**config.mk**
```make
export PLATFORM = sky130hd
export DESIGN_NAME = grouped_cla_adder
export DESIGN_NICKNAME = d
export VERILOG_FILES = /design/src/rtl/cla_pkg.sv /design/src/rtl/cla_pg.sv /design/src/rtl/cla_carry.sv /design/src/rtl/cla_group.sv /design/src/rtl/grouped_cla_adder.sv
export SDC_FILE = /design/constraint.sdc
export NUM_CORES = 1
export LEC_CHECK = 0
export BUFFER_PORTS_ARGS = -buffer_cell sky130_fd_sc_hd__buf_4
export CAP_MARGIN = 20
export CORE_MARGIN = 5
export CORE_UTILIZATION = 45
export CTS_CLUSTER_DIAMETER = 120
export DETAILED_ROUTE_END_ITERATION = 8
export PLACE_DENSITY = 0.7
export SYNTH_ARGS = -nofsm -noshare
export SYNTH_HDL_FRONTEND = slang
export SYNTH_SLANG_ARGS = --single-unit
```
**constraint.sdc**
```tcl
create_clock -name clk -period 2.48 [get_ports clk]
set_input_delay 0.372 -clock clk [delete_from_list [all_inputs] [get_ports clk]]
set_output_delay 0.372 -clock clk [all_outputs]
set_load 0.02 [all_outputs]
```
**src/rtl/cla_pkg.sv**
```systemverilog
package cla_pkg;
  localparam int GROUP_W = 4;

  function automatic int group_count(input int width);
    return width / GROUP_W;
  endfunction
endpackage

```
**src/rtl/cla_pg.sv**
```systemverilog
module cla_pg #(
  parameter int W = 4
) (
  input  logic [W-1:0] a,
  input  logic [W-1:0] b,
  output logic [W-1:0] gen,
  output logic [W-1:0] prop
);
  assign gen  = a & b;
  assign prop = a | b;
endmodule

```
**src/rtl/cla_carry.sv**
```systemverilog
module cla_carry #(
  parameter int W = 4
) (
  input  logic [W-1:0] gen,
  input  logic [W-1:0] prop,
  input  logic         cin,
  output logic [W:0]   carry
);
  // Each carry is a flat sum of products of g/p and cin; no term uses another carry.
  always_comb begin
    logic acc;
    logic term;
    carry[0] = cin;
    for (int i = 1; i <= W; i++) begin
      acc = 1'b0;
      for (int j = 0; j < i; j++) begin
        term = gen[j];
        for (int k = j + 1; k < i; k++) term = term & prop[k];
        acc = acc | term;
      end
      term = cin;
      for (int k = 0; k < i; k++) term = term & prop[k];
      carry[i] = acc | term;
    end
  end
endmodule

```
**src/rtl/cla_group.sv**
```systemverilog
module cla_group #(
  parameter int W = 4
) (
  input  logic [W-1:0] a,
  input  logic [W-1:0] b,
  input  logic         cin,
  output logic [W-1:0] sum,
  output logic         cout
);
  logic [W-1:0] gen;
  logic [W-1:0] prop;
  logic [W:0]   carry;

  cla_pg #(.W(W)) pg_i (
    .a(a), .b(b), .gen(gen), .prop(prop)
  );

  cla_carry #(.W(W)) carry_i (
    .gen(gen), .prop(prop), .cin(cin), .carry(carry)
  );

  assign sum  = a ^ b ^ carry[W-1:0];
  assign cout = carry[W];
endmodule

```
**src/rtl/grouped_cla_adder.sv**
```systemverilog
module grouped_cla_adder
  import cla_pkg::*;
#(
  parameter int WIDTH = 8
) (
  input  logic             clk,
  input  logic             rst,
  input  logic [WIDTH-1:0] a,
  input  logic [WIDTH-1:0] b,
  input  logic             cin,
  output logic [WIDTH-1:0] sum,
  output logic             cout
);
  localparam int NGRP = group_count(WIDTH);

  logic [NGRP:0]    chain;
  logic [WIDTH-1:0] sum_c;

  generate
    if (WIDTH % GROUP_W != 0 || WIDTH == 0) begin : g_bad_width
      $error("WIDTH must be a nonzero multiple of the section width");
    end
  endgenerate

  assign chain[0] = cin;

  for (genvar gi = 0; gi < NGRP; gi++) begin : g_sect
    cla_group #(.W(GROUP_W)) grp_i (
      .a   (a[gi*GROUP_W +: GROUP_W]),
      .b   (b[gi*GROUP_W +: GROUP_W]),
      .cin (chain[gi]),
      .sum (sum_c[gi*GROUP_W +: GROUP_W]),
      .cout(chain[gi+1])
    );
  end

  always_ff @(posedge clk) begin
    if (rst) begin
      sum  <= '0;
      cout <= 1'b0;
    end else begin
      sum  <= sum_c;
      cout <= chain[NGRP];
    end
  end
endmodule

```
[Word-level counts from Yosys, hierarchy flattened]
Cells that the tools add are included.
Word-level totals
  output and inout bits: 9
  register bits: 9
Operators by class
  bitwise gates (word level): 48
Operators by type and width (number)
  $and A1 B1 Y1: 20
  $or A1 B1 Y1: 20
  $xor A4 B4 Y4: 4
  $and A4 B4 Y4: 2
  $or A4 B4 Y4: 2

[Logic depth before layout (Yosys ltp)]
  depth in word-level cells: 13
  mapped depth: 8

[Hierarchy]
Synthesis repeated with hierarchy kept, for this count alone.
Unflattened totals
  cell total of the unflattened synthesis: 54
  area, all modules: 629.4 um^2
Modules (own cells, without submodules)
  grouped_cla_adder: seq. area each 180.2 um^2, cells each 18, area an instance 236.5 um^2, times used 1
  cla_group: seq. area each 0.0 um^2, cells each 4, area an instance 95.1 um^2, times used 2
  cla_pg: seq. area each 0.0 um^2, cells each 8, area an instance 55.1 um^2, times used 2
  cla_carry: seq. area each 0.0 um^2, cells each 6, area an instance 46.3 um^2, times used 2

[Worst setup path before layout]
Ideal clock, no wire load.
  path kind: input-to-reg
  start: input port a[1]
  end: register sum[6]
  path buffers: 0
  data arrival time: 1573 ps
  stages: 6
  setup time: 121 ps
  required time: 2359 ps
  setup slack: 786 ps
  cells stage by stage: inv_1 > ha_1 > or3b_4 > a31oi_4 > o31ai_2 > mux2_4
On the way
  longest elaborated chain between the ends: 12
  elaborated cells between the ends (all ways): 18
RTL lines
  from (decl): line grouped_cla_adder.sv:8  | input logic [WIDTH-1:0] a,
  $or A4 B4 Y4: line cla_pg.sv:10  | assign prop = a | b;
  $and A1 B1 Y1 (3 in series): line cla_carry.sv:18  | for (int k = j + 1; k < i; k++) term = term & prop[k];
  $or A1 B1 Y1 (3 in series): line cla_carry.sv:19  | acc = acc | term;
  $or A1 B1 Y1 *: line cla_carry.sv:23  | carry[i] = acc | term;
  $and A1 B1 Y1 * (2 in series): line cla_carry.sv:22  | for (int k = 0; k < i; k++) term = term & prop[k];
  $or A1 B1 Y1 *: line cla_carry.sv:23
  $xor A4 B4 Y4 *: line cla_group.sv:22  | assign sum = a ^ b ^ carry[W-1:0];
  to (signal assigned): line grouped_cla_adder.sv:42  | sum <= sum_c;
  to (decl): line grouped_cla_adder.sv:11  | output logic [WIDTH-1:0] sum,
Mark *: on every way between the ends. The rest lies on a longest branch, timed or not.
A chain may end at the register's enable or synchronous reset.

[Worst setup path in the final report]
  start: input port a[3]
  end: register sum[5]
On the way
  longest elaborated chain between the ends: 9
  elaborated cells between the ends (all ways): 13
RTL lines (line)
  $or A4 B4 Y4: cla_pg.sv:10
  $and A1 B1 Y1: cla_carry.sv:18
  $or A1 B1 Y1 (3 in series): cla_carry.sv:19
  $or A1 B1 Y1 *: cla_carry.sv:23
  $and A1 B1 Y1 *: cla_carry.sv:22
  $or A1 B1 Y1 *: cla_carry.sv:23
  $xor A4 B4 Y4 *: cla_group.sv:22
Marked as above.

==> out/results.txt <==
outcome - complete, no violations
Logic pwr share - 40.1%
non-filler cells, final - 148
PwrDens - 430 nW/um2
CP Data Required Time - 2.63 ns
Switching Share - 31.4%
commonest non-fill, non-tap cell in the layout - buf_4
fraction of layout cells with a size suffix above 1 - 30.1%
clock network fraction of total power - 23.7%
vias in the first global route - 691
Seq/Total Area, Yosys - 21.6%
total gr overflow - 0
Relative slew margins - 76.4%
CTS H-tree depth - 1
Hold Vio Cnt, Final - 0
TritonRoute pass-1 iters - 4
Avg Vias per Cell - 4.70
drt total wl - 1630 um
Max FO, Critical Path - 4
internal power of the cells - 320 uW
Hold WS - 0.377 ns
footprint of the multi-input gates - 572 um2
Worst Setup End Kind - register
final setup fails - 0
first-pass GRT wire length - 2700 um
overall global routing resource usage - 12.9%
Power, Total - 466 uW
Ports - 28
end of the worst hold path - sum[1]
Initial DRC Count - 5
dpl cells - 144
crit share post-route - 67.2%
Root Buffer - clkbuf_4
Worst-path clk slew - 0.06 ns
FP Rows - 15
initial core utilization - 47.8%
Yosys top cell by area - ha_1
fill cell count - 176
ANT nets after route - 0
CP bufs+invs - 3
DRC Markers - 0
Yosys cell types - 30
cell count after synthesis - 93
most frequent cells in the layout - buf_4 (27), inv_1 (19), ha_1 (16), dfxtp_1 (9), nor2_1 (8)
area growth from synthesis to layout - 29.8%
post-CTS setup buffers - 0
min-delay src - rst
diodes inserted - 0
Avg Synthesized Cell Area - 8.97 um2
Hold Crit Class - input pin to register
critical path type - input pin to register
Max Transition Viols Final - 0
DR vias - 696
CTS Buf Count - 3
Die Width - 53.1 um
final RePlAce weighted congestion - 0.839
setup TNS - 0 ns
Startpoint Class - input pin
Post-Synthesis Cell Area - 835 um2
RSZ-0062 raised after global routing - false
Max VDD drop - 348 uV
fmax - 600 MHz
number of cells on the worst hold path - 2
top cells by area, synth - ha_1 (24%), dfxtp_1 (22%), inv_1 (8.5%)
sw power - 146 uW
worst slew pin tran - 0.345 ns
P_leak - 0.000560 uW
Port Buf Inserts - 27
clock tree buffer depth - 2
Reg area - 180 um2
worst path arrival time - 1.82 ns
syn nets - 130
Tmin final - 1.67 ns
Seq cells post-synth - 9
CP max-delay cell - fa_1
CP top delay family - adder cells
core area - 1750 um2
final-stage net count - 161
number of max-cap violations - 0
largest net degree at the start of global routing - 13
CP max stage delay - 0.38 ns
Cell Chain, Critical Path - buf_4 > inv_1 > ha_1 > inv_1 > a22oi_1 > nand3b_1 > fa_1 > xnor2_1 > nor2_1
wire per inst - 11.0 um
initial antenna violation count - 0
dpl hpwl - 1440 um
post-cts resize count - 0
DIE AREA - 2820 um2
cell mode on critical path - inv_1
post-synth top area share - 24.0%
CTS Hold Buffers Added - 0
CTS tree - done
CTS sink count - 9
Synth Warn # - 0
Flop pwr share - 36.2%
die height - 53.1 um
-- per-stage QoR --
step | cell area (um2) | util [%] | worst slack [ns]
2_1_floorplan | 835 | - | 0.786
3_3_place_gp | 1060 | 60.6 | 0.614
3_5_place_dp | 1060 | 60.6 | 0.554
4_1_cts | 1080 | 62.1 | 0.831
5_1_grt | 1080 | 62.1 | 0.693
6_report | 1080 | 62.1 | 0.813
-- layer usage --
layer | vias to the layer above | track usage [%] | wire length (um)
li1 | 366 | - | -
met1 | 308 | 13.4 | 676
met2 | 20 | 24.2 | 846
met3 | 2 | 4.51 | 90
met4 | 0 | 3.83 | 14
met5 | - | 0 | 0
-- how the worst max path moves through the flow --
stage,start,to,slack (ns),cells past startpoint
after floorplan,a[1],sum[6],0.79,6
after global placement,a[4],sum[6],0.61,6
after detailed placement,a[3],sum[5],0.55,9
after CTS,a[3],sum[5],0.83,9
after global routing,a[3],sum[5],0.69,9
final,a[3],sum[5],0.81,9
-- cell families after synthesis --
family,share of synthesized area (%)
buf+inv,9.90
flops,21.6
fa+ha+maj,28.8
xor+xnor,3.15
compound gates,12.3
simple gates,22.5
mux,1.80
-- cells in the mapped netlist, drive strengths merged --
library cell	number
nor3b	4
xnor2	3
buf	1
o2111ai	1
o31a	1
nor3	5
nor2b	5
mux2	1
a31oi	2
nand3b	1
or3b	1
and2b	1
and4	1
ha	16
o31ai	1
a22oi	1
nand2b	2
or3	1
fa	2
inv	19
o21ai	2
nand3	2
nor2	8
dfxtp	9
a41oi	1
a2111oi	1
a211o	1
-- power groups by stage --
stage               clock network [uW]  logic, uW  registers [uW]
floorplan                            0       92.4             195
global placement                     0        187             171
detailed placement                   0        190             172
CTS                                114        190             169
global route                       123        206             170
finish                             110        187             169
-- state kept, by name, summed over array words and instances (netlist names) --
register and cells:
cout 1, sum 8
-- layout make-up --
cell class,count,share of cell area (%)
Sequential cell,9,16.6
Clock buffer,4,2.42
Tap cell,25,2.89
Inverter,19,6.58
Multi-Input combinational cell,64,52.8
Timing Repair Buffer,27,18.7
Note: power is estimated with default switching activity, not from simulation.
